==> src/rtl/tapped_shift_mem.sv <==
module tapped_shift_mem #(
  parameter int DEPTH = 64,
  parameter int TAPS  = 4,
  parameter int CW    = $clog2(DEPTH + 1)
) (
  input  logic            clk,
  input  logic            rst,
  input  logic            shift_en,
  input  logic            ser_in,
  input  logic            out_en,
  output logic [TAPS-1:0] tap_val,
  output logic [TAPS-1:0] tap_drv,
  output logic            far_out,
  output logic [CW-1:0]   shift_cnt
);

  localparam logic [CW-1:0] FULL = CW'(DEPTH);

  logic [DEPTH-1:0] stage;

  always_ff @(posedge clk) begin
    if (rst)           stage[0] <= 1'b0;
    else if (shift_en) stage[0] <= ser_in;
  end

  for (genvar k = 1; k < DEPTH; k++) begin : g_stage
    always_ff @(posedge clk) begin
      if (rst)           stage[k] <= 1'b0;
      else if (shift_en) stage[k] <= stage[k-1];
    end
  end

  always_ff @(posedge clk) begin
    if (rst)                               shift_cnt <= '0;
    else if (shift_en && shift_cnt != FULL) shift_cnt <= shift_cnt + 1'b1;
  end

  assign tap_drv = {TAPS{out_en}};
  assign tap_val = stage[TAPS-1:0] & tap_drv;
  assign far_out = stage[DEPTH-1];

endmodule

==> config.mk <==
export PLATFORM = sky130hd
export DESIGN_NAME = tapped_shift_mem
export DESIGN_NICKNAME = d
export VERILOG_FILES = /design/src/rtl/tapped_shift_mem.sv
export SDC_FILE = /design/constraint.sdc
export NUM_CORES = 1
export LEC_CHECK = 0
export CAP_MARGIN = 10
export CORE_ASPECT_RATIO = 1.1
export CORE_UTILIZATION = 46
export CTS_BUF_LIST = sky130_fd_sc_hd__clkbuf_2
export DETAILED_ROUTE_END_ITERATION = 7
export DONT_BUFFER_PORTS = 1
export GPL_TIMING_DRIVEN = 0
export HOLD_SLACK_MARGIN = 0.12
export MAX_ROUTING_LAYER = met4
export PLACE_DENSITY = 0.73
export SYNTH_ARGS = -nofsm -noshare
export SYNTH_HDL_FRONTEND = slang
export SYNTH_SLANG_ARGS = --single-unit
export TNS_END_PERCENT = 100
==> constraint.sdc <==
create_clock -name clk -period 1.7 [get_ports clk]
set_input_delay 0.34 -clock clk [delete_from_list [all_inputs] [get_ports clk]]
set_output_delay 0.34 -clock clk [all_outputs]
set_load 0.02 [all_outputs]
==> results of run 1 <==
## cell type report
class                   instances  area (µm²)
plain buffers                  20         100
multi-input cells             165        1150
flip-flops and latches         71        1420
clock buffers                   9        45.0
well taps                      75        93.8
fillers                       514        2620
clock inverters                 7        30.0
inverters                       4        15.0
repair buffers                  2        20.0
## cells in the mapped netlist
master     n
o311ai_1   1
nand2_1    4
buf_1      6
and2_1     4
nor3b_1    2
nor2_1    66
clkbuf_1   2
nand2b_1   1
dfxtp_1   71
or4b_1     1
a21oi_1    3
buf_4      4
nand4_1    3
or3_1      2
nand3_1    2
a41oi_1    1
o21ai_0    2
nor4bb_1   1
a311o_2    1
nor4b_4    1
ha_1       2
mux2i_1   65
buf_2      8
inv_1      4
o311ai_0   1
xor2_1     2
## power groups by stage
stage               clock network (mW)  registers, mW  logic [mW]
global route                     0.821           1.72       0.213
detailed placement                   0           1.75       0.191
CTS                              0.740           1.72       0.195
finish                           0.707           1.72       0.195
global placement                     0           1.75       0.189
floorplan                            0           1.75       0.163
## cells by family after synthesis
kind of cell               share of synthesized area, %
xor gates and xnor gates                          0.652
muxes                                              24.2
AOI/OAI and AO/OA                                  2.33
DFF                                                52.9
and+or+nand+nor                                    14.7
adders and majority gates                         0.931
buffers and inverters                              4.29
## registers in the layout, indices dropped and copies added (netlist names)
register	count
stage	63
shift_cnt	7
far_out	1
## critical path, cell delays in order (launching register included)
cell and delay [ps]:
dfxtp_1 480, nor4b_4 450, or4b_1 510, o311ai_1 110
## stage by stage
| step | cells | hold slack, ps | util, % | instance area (µm²) |
|---|---|---|---|---|
| finish | 353 | 156 | 52.3 | 2880 |
| global route | 353 | 128 | 52.3 | 2880 |
| CTS | 353 | 125 | 52.3 | 2880 |
| detailed placement | 335 | 482 | 50.5 | 2780 |
| global placement | 335 | 472 | 50.5 | 2780 |
| floorplan | 260 | 460 | - | 2690 |
## layer usage
| layer | part of all wire [%] | track usage, % | wire length [µm] |
|---|---|---|---|
| met3 | 4.0 | 4.37 | 157 |
| met1 | 51 | 17.4 | 1970 |
| met2 | 43 | 21.6 | 1670 |
| met5 | 0 | - | 0 |
| met4 | 2.6 | 11.1 | 100 |
## path summary, 6_finish.rpt
check,cells after the start,start,end,slack [ps]
setup reg to reg,3,shift_cnt[4],shift_cnt[1],90
hold / removal,3,shift_en,shift_cnt[3],160
hold reg to reg,2,stage[57],stage[58],510
setup / recovery,3,shift_cnt[4],shift_cnt[1],90
## repair_timing
action / CTS / global route
setup endpoints to repair: 0 / 1
buffers inserted: 0 / 0
hold endpoints to repair: 2 / 0
resized for setup: 0 / 1
hold buffers: 2 / 0
==> results.yml, run 1 <==
outcome:
  status: "finished clean"
final_layout:
  layout_commonest_cell: "dfxtp_1"
  nNetsFinal: 280
  antennaDiodeCount: 0
  final_cell_mix: "70 x dfxtp_1, 66 x nor2_1, 65 x mux2i_1"
  area_growth_pct: 7.08
  drive_gt1_share_pct: 9.71
sta:
  fin_crit_ps: 1610
  relSlewSlack_pct: 68.7
  worst_slack_ps: 87.3
  setup_tns_ps: 0
  hold_viol_final: 0
  worst_pin_slew_ps: 469
  fmax_mhz: 620
  period_share_pct: 94.9
  clock_skew_ps: 10.9
  setup_viol: 0
  slew_violations: 0
  rsz0062_at_grt: "false"
drt:
  drtIter0Drc: 53
  num_vias: 1717
  drt-total-wl_mm: 3.89
  drt_first_pass_iters: 4
  ant_nets: 0
  wl_per_cell_um: 11.0
  drc: 0
  vias_per_cell: 4.86
die:
  fp.dieH_um: 82.2
  initial_core_util_pct: 48.8
  io-pin-count: 21
  core-area_um2: 5500
  rows: 28
  dieWidth_um: 74.9
  die_area_um2: 6150
global_routing:
  grt_antenna_before_repair: 0
  overflow: 0
  grt_pass1_vias: 1532
  grt_pass1_wl_mm: 6.55
  grt_max_degree: 12
  track_usage_pct: 14.9
power:
  swShare_pct: 26.4
  p_switching_uw: 692
  max-vdd-ir-drop_v: 0.000360
  p_seq_share_pct: 65.6
  p_leak_nw: 1.24
  p_comb_share_pct: 7.4
  power_mw: 2.62
  p_int_mw: 1.93
  clockPowerShare_pct: 27.0
  power.density_nw_per_um2: 911
synth:
  syn-cell-area_um2: 2690
  avgSynthCellArea_um2: 10.3
  yosys.area.top_type: "dfxtp_1"
  ys_ff_latch: 71
  ys_top_cells_by_area: "dfxtp_1 53%, mux2i_1 24%, nor2_1 9.2%"
  syn_inst: 260
  synthDistinctLibCells: 26
  synth.yosys.seq_area_share_pct: 52.9
  syn_nets: 267
  synth_top_cell_area_share_pct: 52.9
  ys.warnings.count: 0
clocking:
  root_buffer: "clkbuf_2"
  numCtsBuffers: 9
  max-clock-path-buffers: 2
  cts_htree_levels: 3
  cts_tree: "yes"
  clock-sinks: 71
  worst_skew_pair.late_latency_ps: 470
  path_clk_slew_ps: 170
placement:
  dpl_worst_slack_ps: 125
  gp_congestion: 0.809
  portBuffers: 0
  hpwl_mm: 2.61
worst_setup_path:
  crit_required_ps: 2090
  critPathMaxFanout: 5
  start_kind: "flip-flop"
  arrival_ps: 2000
  cp-end-kind: "flip-flop"
  criticalPathCategory: "reg -> reg"
min_path:
  hold_class: "in -> reg"
run:
  cap_violations: 0
(Power assumes the default switching activity.)
==> run 2: changes to the inputs <==
--- a/config.mk
+++ b/config.mk
@@ -11,7 +11,6 @@
 export CTS_BUF_LIST = sky130_fd_sc_hd__clkbuf_2
 export DETAILED_ROUTE_END_ITERATION = 7
 export DONT_BUFFER_PORTS = 1
-export GPL_TIMING_DRIVEN = 0
 export HOLD_SLACK_MARGIN = 0.12
 export MAX_ROUTING_LAYER = met4
 export PLACE_DENSITY = 0.73
==> results.yml, run 2 (synthesis gave the netlist of run 1 again) <==
outcome:
  status: "finished clean"
final_layout:
  top_register: "stage"
  final_cell_mix: "71 x dfxtp_1, 66 x nor2_1, 65 x mux2i_1"
  nNetsFinal: 298
  layout_commonest_cell: "dfxtp_1"
  seq_area_um2: 1420
  fillers: 492
  largest_reg_flops: 63
  fin_area_um2: 3160
  area_growth_pct: 17.8
  antennaDiodeCount: 0
  drive_gt1_share_pct: 6.48
  multi_input_area_um2: 1150
worst_setup_path:
  crit_family: "simple AND/OR/NAND/NOR gates"
  rr_worst_depth: 3
  critPathMaxFanout: 4
  crit_path_top_delay_cell: "dfxtp_1"
  arrival_ps: 1940
  worstReg2RegStart: "shift_cnt[6]"
  cp-end-kind: "flip-flop"
  rrSetupSlack_ps: 150
  path_cells: "nor4b_4, or4b_1, o311ai_1"
  crit_required_ps: 2080
  criticalPathCategory: "reg -> reg"
  start_kind: "flip-flop"
  reg2reg_to: "shift_cnt[1]"
  cp_slowest_stage_delay_ps: 510
  cp_num_buf_inv: 0
sta:
  setup_viol: 0
  relSlewSlack_pct: 72.6
  rsz0062_at_grt: "false"
  period_share_pct: 91.3
  setup_tns_ps: 0
  hold_viol_final: 0
  slew_violations: 0
  clock_skew_ps: 20.1
  fmax_mhz: 644
  fin_crit_ps: 1550
  worst_pin_slew_ps: 410
min_path:
  hold_class: "in -> reg"
  hold_start: "shift_en"
  hold-path-endpoint: "shift_cnt[3]"
  hold_depth: 3
power:
  swShare_pct: 24.7
  power.density_nw_per_um2: 809
  p_int_mw: 1.93
  p_switching_uw: 631
  p_seq_share_pct: 66.9
  power_mw: 2.56
  p_leak_nw: 1.26
  clockPowerShare_pct: 26.4
  max-vdd-ir-drop_v: 0.000389
  p_comb_share_pct: 6.6
drt:
  wl_per_cell_um: 12.5
  drtIter0Drc: 75
  vias_per_cell: 5.06
  drc: 0
  ant_nets: 0
  drt_first_pass_iters: 4
  num_vias: 1862
  drt-total-wl_mm: 4.61
die:
  initial_core_util_pct: 48.8
  fp.dieH_um: 82.2
  die_area_um2: 6150
  io-pin-count: 21
  dieWidth_um: 74.9
  core-area_um2: 5500
  rows: 28
clocking:
  cts_setup_buffers: 0
  worst_skew_pair.late_latency_ps: 480
  clock-sinks: 71
  numCtsBuffers: 9
  cts_htree_levels: 3
  cts_tree: "yes"
  root_buffer: "clkbuf_2"
  path_clk_slew_ps: 170
  max-clock-path-buffers: 2
  ctsResizeCount: 0
global_routing:
  grt_max_degree: 74
  grt_antenna_before_repair: 0
  grt_pass1_vias: 1751
  overflow: 0
  grt_pass1_wl_mm: 7.51
  track_usage_pct: 17.0
run:
  cap_violations: 0
placement:
  place_area_um2: 2700
  hpwl_mm: 2.15
  gp_congestion: 0.643
  portBuffers: 0
-- run 2: cell types whose count changed in the layout (fill, tap and decap cells not counted), sizes merged --
cell and change:
buf -13, clkbuf -1, clkinv -4, dlygate4sd3 +33
-- run 2: what timing repair did --
action / 4_1_cts / 5_1_grt
endpoints found under the hold margin: 71 / 0
hold buffers: 37 / 0
endpoints found under the setup margin: 0 / 0
-- run 2: per-stage QoR --
step	worst slack, ps	hold slack, ps	utilization [%]	std cells
2_1_floorplan	284	460	-	260
3_3_place_gp	248	416	49.1	318
3_5_place_dp	182	417	49.1	318
4_1_cts	166	154	57.5	368
5_1_grt	57.4	152	57.5	368
6_report	147	173	57.5	368
-- run 2: power groups by stage --
stage	Combinational [mW]	Clock [mW]	Sequential [mW]
global placement	0.102	0	1.75
finish	0.170	0.677	1.71
CTS	0.170	0.712	1.71
floorplan	0.163	0	1.75
global route	0.186	0.777	1.72
detailed placement	0.107	0	1.75
-- run 2: worst max path at each step --
stage / from / to / slack [ps] / depth (start not counted)
floorplan: shift_cnt[2] / shift_cnt[1] / 280 / 3
global route: shift_cnt[0] / shift_cnt[1] / 60 / 5
global placement: shift_cnt[0] / shift_cnt[1] / 250 / 5
finish: shift_cnt[6] / shift_cnt[1] / 150 / 3
CTS: shift_cnt[0] / shift_cnt[1] / 170 / 5
detailed placement: shift_cnt[0] / shift_cnt[1] / 180 / 5
-- run 2: cell type report --
cell class                      count  share of cell area (%)
Clock inverter                      3                   0.435
Clock buffer                       10                    1.58
Timing Repair Buffer               40                    13.3
Tap cell                           75                    2.97
Inverter                            4                   0.474
Multi-Input combinational cell    165                    36.3
Sequential cell                    71                    44.9
-- run 2: tightest hold or removal path, delay by kind of cell --
kind | cells | cell delay, ps
XOR/XNOR | 1 | 90
AND/OR/NAND/NOR | 2 | 190
-- run 2: per-layer routing --
metal	GRT usage [%]	share of wire, %
met1	18.4	45
met2	28.0	49
met3	4.37	3.3
met4	10.2	2.7
met5	-	0
==> run 3: changes to the inputs <==
--- a/config.mk
+++ b/config.mk
@@ -7,6 +7,7 @@
 export LEC_CHECK = 0
 export CAP_MARGIN = 10
 export CORE_ASPECT_RATIO = 1.1
+export CORE_MARGIN = 8
 export CORE_UTILIZATION = 46
 export CTS_BUF_LIST = sky130_fd_sc_hd__clkbuf_2
 export DETAILED_ROUTE_END_ITERATION = 7
==> constraint.sdc (replaced) <==
create_clock -name clk -period 1.55 [get_ports clk]
set_input_delay 0.31 -clock clk [delete_from_list [all_inputs] [get_ports clk]]
set_output_delay 0.31 -clock clk [all_outputs]
set_load 0.02 [all_outputs]
==> results.yml, run 3 (synthesis gave the netlist of run 1 again) <==
outcome:
  status: "finished clean"
clocking:
  numCtsBuffers: 9
  worst_skew_pair.late_latency_ps: 470
  cts_htree_levels: 3
  path_clk_slew_ps: 190
  clock-sinks: 71
  cts_tree: "yes"
  root_buffer: "clkbuf_2"
  max-clock-path-buffers: 2
sta:
  setup_viol: 0
  slew_violations: 0
  setup_tns_ps: 0
  worst_pin_slew_ps: 276
  worst_slack_ps: 62.0
  clock_skew_ps: 20.7
  hold_viol_final: 0
  fin_crit_ps: 1490
  period_share_pct: 96.0
  relSlewSlack_pct: 81.4
  rsz0062_at_grt: "false"
  fmax_mhz: 672
die:
  die_area_um2: 8540
  io-pin-count: 21
  core-area_um2: 5700
  dieWidth_um: 88.9
  fp.dieH_um: 96.2
  rows: 29
  initial_core_util_pct: 47.2
run:
  cap_violations: 0
final_layout:
  multi_input_area_um2: 1150
  top_register: "stage"
  seq_area_um2: 1420
  layout_commonest_cell: "dfxtp_1"
  nNetsFinal: 308
  largest_reg_flops: 63
  drive_gt1_share_pct: 8.85
  fillers: 502
  antennaDiodeCount: 0
  final_cell_mix: "69 x dfxtp_1, 66 x nor2_1, 65 x mux2i_1"
  final_util_pct: 57.8
  area_growth_pct: 22.6
power:
  power.density_nw_per_um2: 920
  max-vdd-ir-drop_v: 0.000524
  power_mw: 3.03
  p_leak_nw: 1.34
worst_setup_path:
  path_cells: "buf_4"
  critPathMaxFanout: 5
  criticalPathCategory: "reg -> out"
  rrSetupSlack_ps: 110
  arrival_ps: 1180
  start_kind: "flip-flop"
  crit_required_ps: 1240
  cp_num_buf_inv: 1
  cp_slowest_stage_delay_ps: 510
  cp-end-kind: "output pin"
  crit_family: "flip-flops"
  crit_path_top_delay_cell: "dfxtp_1"
placement:
  hpwl_mm: 2.25
  portBuffers: 0
  gp_congestion: 0.756
  dpl_worst_slack_ps: 144
drt:
  drc: 0
  vias_per_cell: 5.01
  num_vias: 1913
  ant_nets: 0
  wl_per_cell_um: 12.4
  drtIter0Drc: 72
  drt-total-wl_mm: 4.73
  drt_first_pass_iters: 5
global_routing:
  overflow: 0
  grt_antenna_before_repair: 0
  grt_max_degree: 69
  track_usage_pct: 12.6
  grt_pass1_vias: 1830
  grt_pass1_wl_mm: 8.02
min_path:
  hold_class: "in -> reg"
## run 3: repair_timing
| item | in CTS | in global routing |
|---|---|---|
| endpoints found under the setup margin | 0 | 2 |
| setup buffers | 0 | 0 |
| resized for setup | 0 | 2 |
| hold endpoints to repair | 71 | 0 |
| hold buffers | 42 | 0 |
## run 3: metrics by stage
stage | instance area (µm²) | instances | hold WS, ps
detailed placement | 2740 | 325 | 390
finish | 3290 | 382 | 148
global route | 3290 | 382 | 120
global placement | 2740 | 325 | 386
floorplan | 2690 | 260 | 457
CTS | 3290 | 382 | 122
## run 3: final timing paths
check / end / cells past startpoint / start
worst max-delay path: shift_cnt[4] / 1 / shift_cnt[4]
worst min-delay path: stage[7] / 2 / rst
worst max register to register: shift_cnt[1] / 5 / shift_cnt[0]
worst min register to register: stage[11] / 2 / stage[10]
## run 3: power by group
| group | internal [mW] | switching (mW) |
|---|---|---|
| registers | 1.84 | 0.0220 |
| clock network | 0.358 | 0.596 |
| logic | 0.101 | 0.110 |
## run 3: final cells by class
cell class | instances | share of cell area (%)
clock buffer | 10 | 1.52
clock inverter | 5 | 1.52
inverter | 4 | 0.456
multi-input combinational | 165 | 34.9
sequential | 71 | 43.2
tap | 77 | 2.93
timing repair buffer | 50 | 15.4
## run 3: per-layer routing
layer  vias up  part of all wire, %  GRT usage, %
met5         -                    0             -
met4         0                  1.7          8.04
met3         8                  4.7          2.99
met2        33                   48          20.8
met1       909                   45          13.2
li1        963                    -             -
